<file path="config.mk">
export PLATFORM = sky130hd
export DESIGN_NAME = irq_vector_ctrl
export DESIGN_NICKNAME = d
export VERILOG_FILES = /design/src/rtl/irqc_pkg.sv /design/src/rtl/irqc_front.sv /design/src/rtl/irqc_flags.sv /design/src/rtl/irqc_prio.sv /design/src/rtl/irqc_gie_fsm.sv /design/src/rtl/irq_vector_ctrl.sv
export SDC_FILE = /design/constraint.sdc
export NUM_CORES = 1
export LEC_CHECK = 0
export ABC_CLOCK_PERIOD_IN_PS = 2100
export CORE_MARGIN = 5
export CORE_UTILIZATION = 55
export CTS_CLUSTER_SIZE = 14
export DETAILED_ROUTE_END_ITERATION = 10
export DONT_BUFFER_PORTS = 1
export PLACE_DENSITY = 0.75
export SYNTH_ARGS = -nofsm -noshare
export SYNTH_HDL_FRONTEND = slang
export SYNTH_HIERARCHICAL = 1
export SYNTH_SLANG_ARGS = --single-unit
export TNS_END_PERCENT = 10
</file>
<file path="constraint.sdc">
create_clock -name clk -period 2.1 [get_ports clk]
set_input_delay 0.21 -clock clk [delete_from_list [all_inputs] [get_ports clk]]
set_output_delay 0.21 -clock clk [all_outputs]
set_load 0.1 [all_outputs]
</file>
<file path="src/rtl/irqc_pkg.sv">
package irqc_pkg;
    localparam int SRC_COUNT = 5;
    localparam int REG_DW    = 8;
    localparam int REG_AW    = 2;
    localparam int VEC_W     = $clog2(SRC_COUNT + 1);

    // bit i of a source vector: 0 ext req 0, 1 ext req 1, 2 port level,
    // 3 timer overflow, 4 comparator (also the priority order)
    localparam logic [SRC_COUNT-1:0] LEVEL_SRCS = 5'b00100;
    localparam logic [SRC_COUNT-1:0] EDGE_SRCS  = 5'b00011;
    localparam logic [VEC_W-1:0]     RESET_VEC  = '0;

    typedef enum logic [REG_AW-1:0] {
        RA_CTRL  = 2'd0,
        RA_MASK  = 2'd1,
        RA_FLAG  = 2'd2,
        RA_SPARE = 2'd3
    } reg_addr_e;

    typedef enum logic {
        GIE_MASKED = 1'b0,
        GIE_ARMED  = 1'b1
    } gie_state_e;
endpackage

</file>
<file path="src/rtl/irqc_front.sv">
module irqc_front #(
    parameter int N = 5,
    parameter logic [N-1:0] LVL = '0,
    parameter logic [N-1:0] EDG = '0
) (
    input  logic         clk,
    input  logic         rst_n,
    input  logic [N-1:0] raw_i,
    output logic [N-1:0] set_o,
    output logic [N-1:0] lvl_o
);
    for (genvar gi = 0; gi < N; gi++) begin : g_src
        if (LVL[gi]) begin : g_level
            logic [1:0] sq;
            always_ff @(posedge clk or negedge rst_n) begin
                if (!rst_n) sq <= '0;
                else        sq <= {sq[0], raw_i[gi]};
            end
            assign lvl_o[gi] = sq[1];
            assign set_o[gi] = 1'b0;
        end else if (EDG[gi]) begin : g_edge
            // sq[0], sq[1]: synchronizer; sq[2]: previous synchronized value
            logic [2:0] sq;
            always_ff @(posedge clk or negedge rst_n) begin
                if (!rst_n) sq <= '0;
                else        sq <= {sq[1:0], raw_i[gi]};
            end
            assign set_o[gi] = sq[1] & ~sq[2];
            assign lvl_o[gi] = 1'b0;
        end else begin : g_pulse
            assign set_o[gi] = raw_i[gi];
            assign lvl_o[gi] = 1'b0;
        end
    end
endmodule

</file>
<file path="src/rtl/irqc_flags.sv">
module irqc_flags #(
    parameter int N = 5,
    parameter logic [N-1:0] LVL = '0
) (
    input  logic         clk,
    input  logic         rst_n,
    input  logic [N-1:0] set_i,
    input  logic [N-1:0] lvl_i,
    input  logic [N-1:0] w1c_i,
    input  logic [N-1:0] clr_hw_i,
    output logic [N-1:0] flag_o
);
    for (genvar gi = 0; gi < N; gi++) begin : g_flag
        if (LVL[gi]) begin : g_follow
            logic follow_unused;
            assign follow_unused = set_i[gi] ^ w1c_i[gi] ^ clr_hw_i[gi];
            assign flag_o[gi] = lvl_i[gi];
        end else begin : g_latch
            logic latch_unused;
            logic fq;
            assign latch_unused = lvl_i[gi];
            // a new event outranks both kinds of clear
            always_ff @(posedge clk or negedge rst_n) begin
                if (!rst_n)                          fq <= 1'b0;
                else if (set_i[gi])                  fq <= 1'b1;
                else if (w1c_i[gi] || clr_hw_i[gi])  fq <= 1'b0;
            end
            assign flag_o[gi] = fq;

            p_event_wins_r6: assert property (@(posedge clk) disable iff (!rst_n)
                set_i[gi] |=> flag_o[gi]);
            p_w1c_clears_r5: assert property (@(posedge clk) disable iff (!rst_n)
                (w1c_i[gi] && !set_i[gi]) |=> !flag_o[gi]);
            p_take_clears_r9: assert property (@(posedge clk) disable iff (!rst_n)
                (clr_hw_i[gi] && !set_i[gi]) |=> !flag_o[gi]);
        end
    end
endmodule

</file>
<file path="src/rtl/irqc_prio.sv">
module irqc_prio #(
    parameter int N  = 5,
    parameter int VW = 3
) (
    input  logic [N-1:0]  pending_i,
    output logic          any_o,
    output logic [VW-1:0] vec_o
);
    always_comb begin
        vec_o = '0;
        for (int i = N - 1; i >= 0; i--) begin
            if (pending_i[i]) vec_o = VW'(i + 1);
        end
        any_o = |pending_i;
    end
endmodule

</file>
<file path="src/rtl/irqc_gie_fsm.sv">
module irqc_gie_fsm
    import irqc_pkg::*;
(
    input  logic clk,
    input  logic rst_n,
    input  logic take_i,
    input  logic reti_i,
    input  logic sw_wr_i,
    input  logic sw_val_i,
    output logic gie_o
);
    gie_state_e st, nxt;

    always_ff @(posedge clk or negedge rst_n) begin
        if (!rst_n) st <= GIE_MASKED;
        else        st <= nxt;
    end

    always_comb begin
        nxt = st;
        unique case (st)
            GIE_ARMED: begin
                if (take_i)                    nxt = GIE_MASKED;  // T_TAKE
                else if (reti_i)               nxt = GIE_ARMED;
                else if (sw_wr_i && !sw_val_i) nxt = GIE_MASKED;  // T_SW_CLR
            end
            GIE_MASKED: begin
                if (reti_i)                    nxt = GIE_ARMED;   // T_RETURN
                else if (sw_wr_i && sw_val_i)  nxt = GIE_ARMED;   // T_SW_SET
            end
        endcase
    end

    always_comb begin
        gie_o = (st == GIE_ARMED);
    end

    p_take_masks_r9: assert property (@(posedge clk) disable iff (!rst_n)
        take_i |=> !gie_o);
    p_reti_arms_r10: assert property (@(posedge clk) disable iff (!rst_n)
        (reti_i && !take_i) |=> gie_o);
endmodule

</file>
<file path="src/rtl/irq_vector_ctrl.sv">
module irq_vector_ctrl
    import irqc_pkg::*;
(
    input  logic              clk,
    input  logic              rst_n,
    input  logic              ext_req0_i,
    input  logic              ext_req1_i,
    input  logic              port_low_i,
    input  logic              tmr_ovf_i,
    input  logic              cmp_evt_i,
    input  logic [REG_AW-1:0] reg_addr_i,
    input  logic              reg_wr_i,
    input  logic [REG_DW-1:0] reg_wdata_i,
    output logic [REG_DW-1:0] reg_rdata_o,
    input  logic              irq_ack_i,
    input  logic              irq_reti_i,
    output logic              irq_req_o,
    output logic [VEC_W-1:0]  irq_vector_o
);
    localparam int N = SRC_COUNT;

    logic [N-1:0]     raw, set_evt, lvl, w1c, clr_hw, flag, mask_q, pending;
    logic [VEC_W-1:0] win_vec;
    logic             any_pend, gie, take, wr_ctrl, wr_mask, wr_flag;
    logic             wdata_unused;

    assign raw          = {cmp_evt_i, tmr_ovf_i, port_low_i, ext_req1_i, ext_req0_i};
    assign wr_ctrl      = reg_wr_i && (reg_addr_i == RA_CTRL);
    assign wr_mask      = reg_wr_i && (reg_addr_i == RA_MASK);
    assign wr_flag      = reg_wr_i && (reg_addr_i == RA_FLAG);
    assign w1c          = wr_flag ? reg_wdata_i[N-1:0] : '0;
    assign wdata_unused = ^reg_wdata_i[REG_DW-1:N];

    irqc_front #(.N(N), .LVL(LEVEL_SRCS), .EDG(EDGE_SRCS)) u_front (
        .clk   (clk),
        .rst_n (rst_n),
        .raw_i (raw),
        .set_o (set_evt),
        .lvl_o (lvl)
    );

    irqc_flags #(.N(N), .LVL(LEVEL_SRCS)) u_flags (
        .clk      (clk),
        .rst_n    (rst_n),
        .set_i    (set_evt),
        .lvl_i    (lvl),
        .w1c_i    (w1c),
        .clr_hw_i (clr_hw),
        .flag_o   (flag)
    );

    always_ff @(posedge clk or negedge rst_n) begin
        if (!rst_n)       mask_q <= '0;
        else if (wr_mask) mask_q <= reg_wdata_i[N-1:0];
    end

    assign pending = flag & mask_q;

    irqc_prio #(.N(N), .VW(VEC_W)) u_prio (
        .pending_i (pending),
        .any_o     (any_pend),
        .vec_o     (win_vec)
    );

    irqc_gie_fsm u_gie (
        .clk      (clk),
        .rst_n    (rst_n),
        .take_i   (take),
        .reti_i   (irq_reti_i),
        .sw_wr_i  (wr_ctrl),
        .sw_val_i (reg_wdata_i[0]),
        .gie_o    (gie)
    );

    assign irq_req_o    = any_pend && gie;
    assign take         = irq_ack_i && irq_req_o;
    assign irq_vector_o = (rst_n && irq_req_o) ? win_vec : RESET_VEC;

    // the vector seen on the acknowledge edge selects the flag to drop
    always_comb begin
        for (int i = 0; i < N; i++) begin
            clr_hw[i] = take && (win_vec == VEC_W'(i + 1));
        end
    end

    always_comb begin
        reg_rdata_o = '0;
        unique case (reg_addr_e'(reg_addr_i))
            RA_CTRL:  reg_rdata_o[0]   = gie;
            RA_MASK:  reg_rdata_o[N-1:0] = mask_q;
            RA_FLAG:  reg_rdata_o[N-1:0] = flag;
            RA_SPARE: reg_rdata_o      = '0;
        endcase
    end

    p_vector_valid_r8: assert property (@(posedge clk) disable iff (!rst_n)
        irq_req_o |-> (irq_vector_o != RESET_VEC));
endmodule

</file>
# After elaboration in Yosys (flattened, before gate mapping)
# Index checks and enable logic that the tools add are counted.
# Widths: inputs -> output; s select.
[classes]
bitwise = 6
reduce_logical = 23
eq_ne = 7
muxes = 23
[op_table]
columns = ["cell", "count"]
rows = [
  ["$mux 3", 6],
  ["$mux 1", 13],
  ["$logic_and 1x1->1", 12],
  ["$pmux 4 s2", 1],
  ["$reduce_bool 2->1", 4],
  ["$eq 3x3->1 const B", 2],
  ["$and 5x5->5", 1],
  ["$mux 5", 1],
  ["$reduce_or 5->1", 1],
  ["$eq 2x2->1 const B", 2],
  ["$logic_or 1x1->1", 4],
  ["$pmux 1 s4", 1],
  ["$eq 3x1->1 const B", 1],
  ["$eq 3x2->1 const B", 1],
  ["$not 1->1", 3],
  ["$and 1x1->1", 2],
  ["$eq 2x1->1 const B", 1],
  ["$logic_not 2->1", 1],
  ["$pmux 1 s2", 1],
  ["$logic_not 1->1", 1],
]
[totals]
word_cells = 68
input_bits = 20
regBits = 18
out_inout_bits = 12

# Logic depth before layout (Yosys ltp)
[logic_depth]
depth_word = 11
ltp_mapped = 9
depth_no_buf = 7

# By module
# Netlist, hierarchy kept.
[by_module_without_submodules]
columns = ["module", "area_per_inst_um2", "seq_area_each_um2", "cells_per_inst", "n_inst"]
rows = [
  ["irq_vector_ctrl", 525.5, 125.1, 58, 1],
  ["irqc_front", 291.5, 200.2, 19, 1],
  ["irqc_flags", 182.7, 100.1, 17, 1],
  ["irqc_gie_fsm", 55.1, 25.0, 3, 1],
  ["irqc_prio", 45.0, 0.0, 8, 1],
]

# Worst setup path after synthesis
# No wires, ideal clock.
[synth_path]
path_type = "input -> output"
startpoint = "input port reg_addr_i[0]"
endpoint = "output port reg_rdata_o[0]"
path_buffers = 1
required_time_ns = 1.890
path_slack_ns = -0.887
stages = 5
arrival_time_ns = 2.777
path_cell_list = "inv_1 ha_1 buf_2 a22oi_1 o21ai_0"
[synth_between]
elab_chain_len = 2
word_cells_on_any_way = 5
cone_classes = "eq/ne (3); mux (1); reduce/logical (1)"
[synth_rtl]
columns = ["item", "line_no", "text"]
rows = [
  ["start: declaration", "irq_vector_ctrl.sv:11", "input logic [REG_AW-1:0] reg_addr_i,"],
  ["$eq 2x2->1 (tied with other cells)", "irq_vector_ctrl.sv:88", "unique case (reg_addr_e'(reg_addr_i))"],
  ["$pmux 1 s4 (*)", "irq_vector_ctrl.sv:88", ""],
  ["end: declaration", "irq_vector_ctrl.sv:14", "output logic [REG_DW-1:0] reg_rdata_o,"],
]
# Mark *: on every way between the ends. The rest lies on a longest branch, timed or not.

# Worst setup path after layout
[layout_path]
startpoint = "register mask_q[1]"
endpoint = "output port irq_vector_o[0]"
[layout_between]
elab_chain_len = 5
word_cells_on_any_way = 7
cone_classes = "mux (3); bitwise (1); reduce/logical (3)"
[layout_rtl]
columns = ["item", "line_no", "text"]
rows = [
  ["start: declaration", "irq_vector_ctrl.sv:22", "logic [N-1:0] raw, set_evt, lvl, w1c, clr_hw, flag, mask_q, pending;"],
  ["start signal: assignment", "irq_vector_ctrl.sv:54", "else if (wr_mask) mask_q <= reg_wdata_i[N-1:0];"],
  ["$and 5x5->5", "irq_vector_ctrl.sv:57", "assign pending = flag & mask_q;"],
  ["via pending[1]", "irq_vector_ctrl.sv:22", ""],
  ["$reduce_or 5->1", "irqc_prio.sv:14", "any_o = |pending_i;"],
  ["via any_pend", "irq_vector_ctrl.sv:24", "logic any_pend, gie, take, wr_ctrl, wr_mask, wr_flag;"],
  ["$logic_and 1x1->1", "irq_vector_ctrl.sv:75", "assign irq_req_o = any_pend && gie;"],
  ["$logic_and 1x1->1", "irq_vector_ctrl.sv:77", "assign irq_vector_o = (rst_n && irq_req_o) ? win_vec : RESET_VEC;"],
  ["$mux 3", "irq_vector_ctrl.sv:77", ""],
  ["end: declaration", "irq_vector_ctrl.sv:18", "output logic [VEC_W-1:0] irq_vector_o"],
]
# The timed path passes the listed nets, and every way through them passes these cells.

==> flow_results.org <==
** Outcome
- The flow ran to the end, and the final reports show no timing, DRC or antenna violations.

** STA
- Final Skew :: 0.00367 ns
- The tightest hold path in the finished design has a slack of 0.0461 ns.
- In the finished design, the share of the clock period the worst path needs comes to 94.1%.
- Derived from the worst setup path, the maximum achievable clock frequency is 506 MHz.
- The final-report max-slew violation count is 0.
- For the pin with the worst max-slew slack, the measured transition is 0.787 ns.
- In the final timing run, aggregate negative setup slack is 0 ns.
- Setup violations remaining at the end of the flow were counted as 0.
- Once routing completed, OpenROAD measured the worst setup slack at 0.125 ns.
- The routed design could run at a clock period as short as 1.98 ns.
- Worst-case headroom to the max-slew limit :: 47.3%
- The number of failing hold endpoints at the final stage is 0.
- Setup repair after global routing left no endpoint under its margin.

** Setup path
- Startpoint type of the worst setup path :: flip-flop
- Critical path data arrival time :: 1.77 ns
- Data on the critical path is required at its endpoint by 1.89 ns.
- Of all nets on the critical path, the largest fanout is 6.
- Kind of end point of the critical path :: output pin
- Crit Path Class :: flip-flop to output pin

** Layout
- Most used cells in the layout excluding fill and tap cells :: 18 x sky130_fd_sc_hd__dfrtp_1, 7 x sky130_fd_sc_hd__and3_1
- The library cell used most frequently in the layout, excluding fill and tap cells, is sky130_fd_sc_hd__dfrtp_1.
- Leaving out filler cells and counting taps, the final layout contains 131.
- Area growth, synth to finish :: 17.3%
- In the final layout, the share of cells above drive strength 1 is 32.1%.
- Final standard cell utilization of the core :: 69.6%
- The finished cells cover 1230 um2.
- 0 antenna diodes ended up in the layout.
- Final Net Count :: 131

** Clock tree
- TritonCTS clock tree :: yes
- Root buffer cell :: sky130_fd_sc_hd__clkbuf_4
- The clock net in this run drives a total of 18 sinks.
- Count of H-tree levels built during CTS :: 1
- Clock-pin slew was measured on the worst setup and hold paths at 0.11 ns.
- In this run, CTS created clock tree buffers numbering 3.
- Largest buffer count on any clock path :: 2
- Clock latency on the worst-skew pair, taken at its later pin, is 0.30 ns.

** Floorplan
- Core area :: 1760 um2
- Initial Util :: 59.4%
- Overall die area :: 2880 um2
- Chip height :: 53.6 um
- Placement Rows :: 15
- Number of ports placed on the die boundary :: 32
- The die is 53.6 um wide.

** GRT
- GR Util All Layers :: 15.7%
- Grt total ovfl :: 0
- Entering global routing, the biggest net connects 19 pins.
- The initial antenna violation count is 0.
- The number of global-route vias before repair came to 724.
- The first global-routing pass estimated 3180 um of wire.

** Synthesis
- Mean instance size in the synthesized netlist :: 10.8 um2
- Number of warnings issued by yosys :: 6
- Post-synthesis cell count :: 97
- Netlist Area Pre-Place :: 1050 um2

** Routing
- Post-detailed-route wirelength per cell :: 14.4 um
- After detailed routing, the total wire length is 1880 um.
- After detailed routing, the number of remaining DRC violations is 0.
- Vias :: 699
- Vias per cell :: 5.34
- The detail route stage leaves a number of antenna-violating nets equal to 0.
- The first routing iteration left 10 violations.
- The first detailed-routing pass took 4 iterations.

** Placement
- Placed Instances :: 121
- At the placement stage, the worst setup path has a slack of 0.329 ns.
- After legalization and detailed placement, the total HPWL measured 1400 um.
- After detailed placement, the total cell area comes to 1120 um2.
- Routability congestion estimate from global placement :: 0.812
- IO Port Bufs :: 0

** Worst hold path
- The worst hold path belongs to the class input pin to flip-flop.

** Power and ir drop
- Highest ir drop seen on vdd :: 687 uV
- Sum of internal, switching and leakage power :: 1.32 mW
- Static leakage :: 0.582 nW
- Power per cell area :: 1070 nW/um2

** Flow run
- Max-cap violations in this run came to 0.
sequential cells by signal, summed over array words and instances, names as in the netlist:
signal and flops:
u_gie/gie_o 1, u_front/g_src.g_level.sq 2, mask_q 5, u_front/g_src.g_edge.sq 6
u_flags/g_flag.g_latch.fq 4
area by class of cell:
class	count	area, um2
Inverter	4	15.0
Fill cell	141	536
Tap cell	25	31.3
Timing Repair Buffer	15	165
Sequential cell	18	450
Clock buffer	4	36.3
Multi-Input combinational cell	65	531
timing repair:
item | in CTS | in global routing
endpoints found under the hold margin | 23 | 0
hold buffers | 6 | 0
gates resized for setup | 0 | 5
buffers inserted | 0 | 0
setup endpoints to repair | 0 | 3
layer usage:
metal	routed length, um	track usage, %	vias up	part of all wire [%]
met5	0	0	-	0
met4	29	5.11	0	1.5
met3	155	6.65	4	8.2
met2	882	24.9	28	47
met1	816	19.3	331	43
li1	-	-	336	-
critical path, cell delays in order, from the launching register on:
cell and delay, ns:
sky130_fd_sc_hd__dfrtp_1 0.41, sky130_fd_sc_hd__and2_2 0.23, sky130_fd_sc_hd__nor2_2 0.11, sky130_fd_sc_hd__nand3b_1 0.12, sky130_fd_sc_hd__and2_4 0.19, sky130_fd_sc_hd__and3_2 0.22
sky130_fd_sc_hd__buf_12 0.16
worst paths after layout:
kind,start,endpoint,slack (ns),cells past startpoint
setup / recovery,mask_q[1]$_DFFE_PN0P_,irq_vector_o[0],0.12,6
hold / removal,irq_reti_i,u_gie/gie_o$_DFF_PN0_,0.05,1
setup reg to reg,mask_q[1]$_DFFE_PN0P_,u_flags/g_flag[0].g_latch.fq$_DFFE_PN0P_,0.36,7
hold reg to reg,u_front/g_src[1].g_edge.sq[0]$_DFF_PN0_,u_front/g_src[1].g_edge.sq[1]$_DFF_PN0_,0.36,0
max in group asynchronous,rst_n,mask_q[0]$_DFFE_PN0P_,1.19,1
min in group asynchronous,rst_n,u_front/g_src[0].g_edge.sq[0]$_DFF_PN0_,0.42,1
where the power goes:
part	internal (mW)	switching (mW)	leakage [nW]
logic	0.236	0.423	0.359
clock network	0.106	0.112	0.0210
registers	0.398	0.0440	0.202
total	0.739	0.579	0.582
Note: power is estimated with default switching activity, not from simulation.
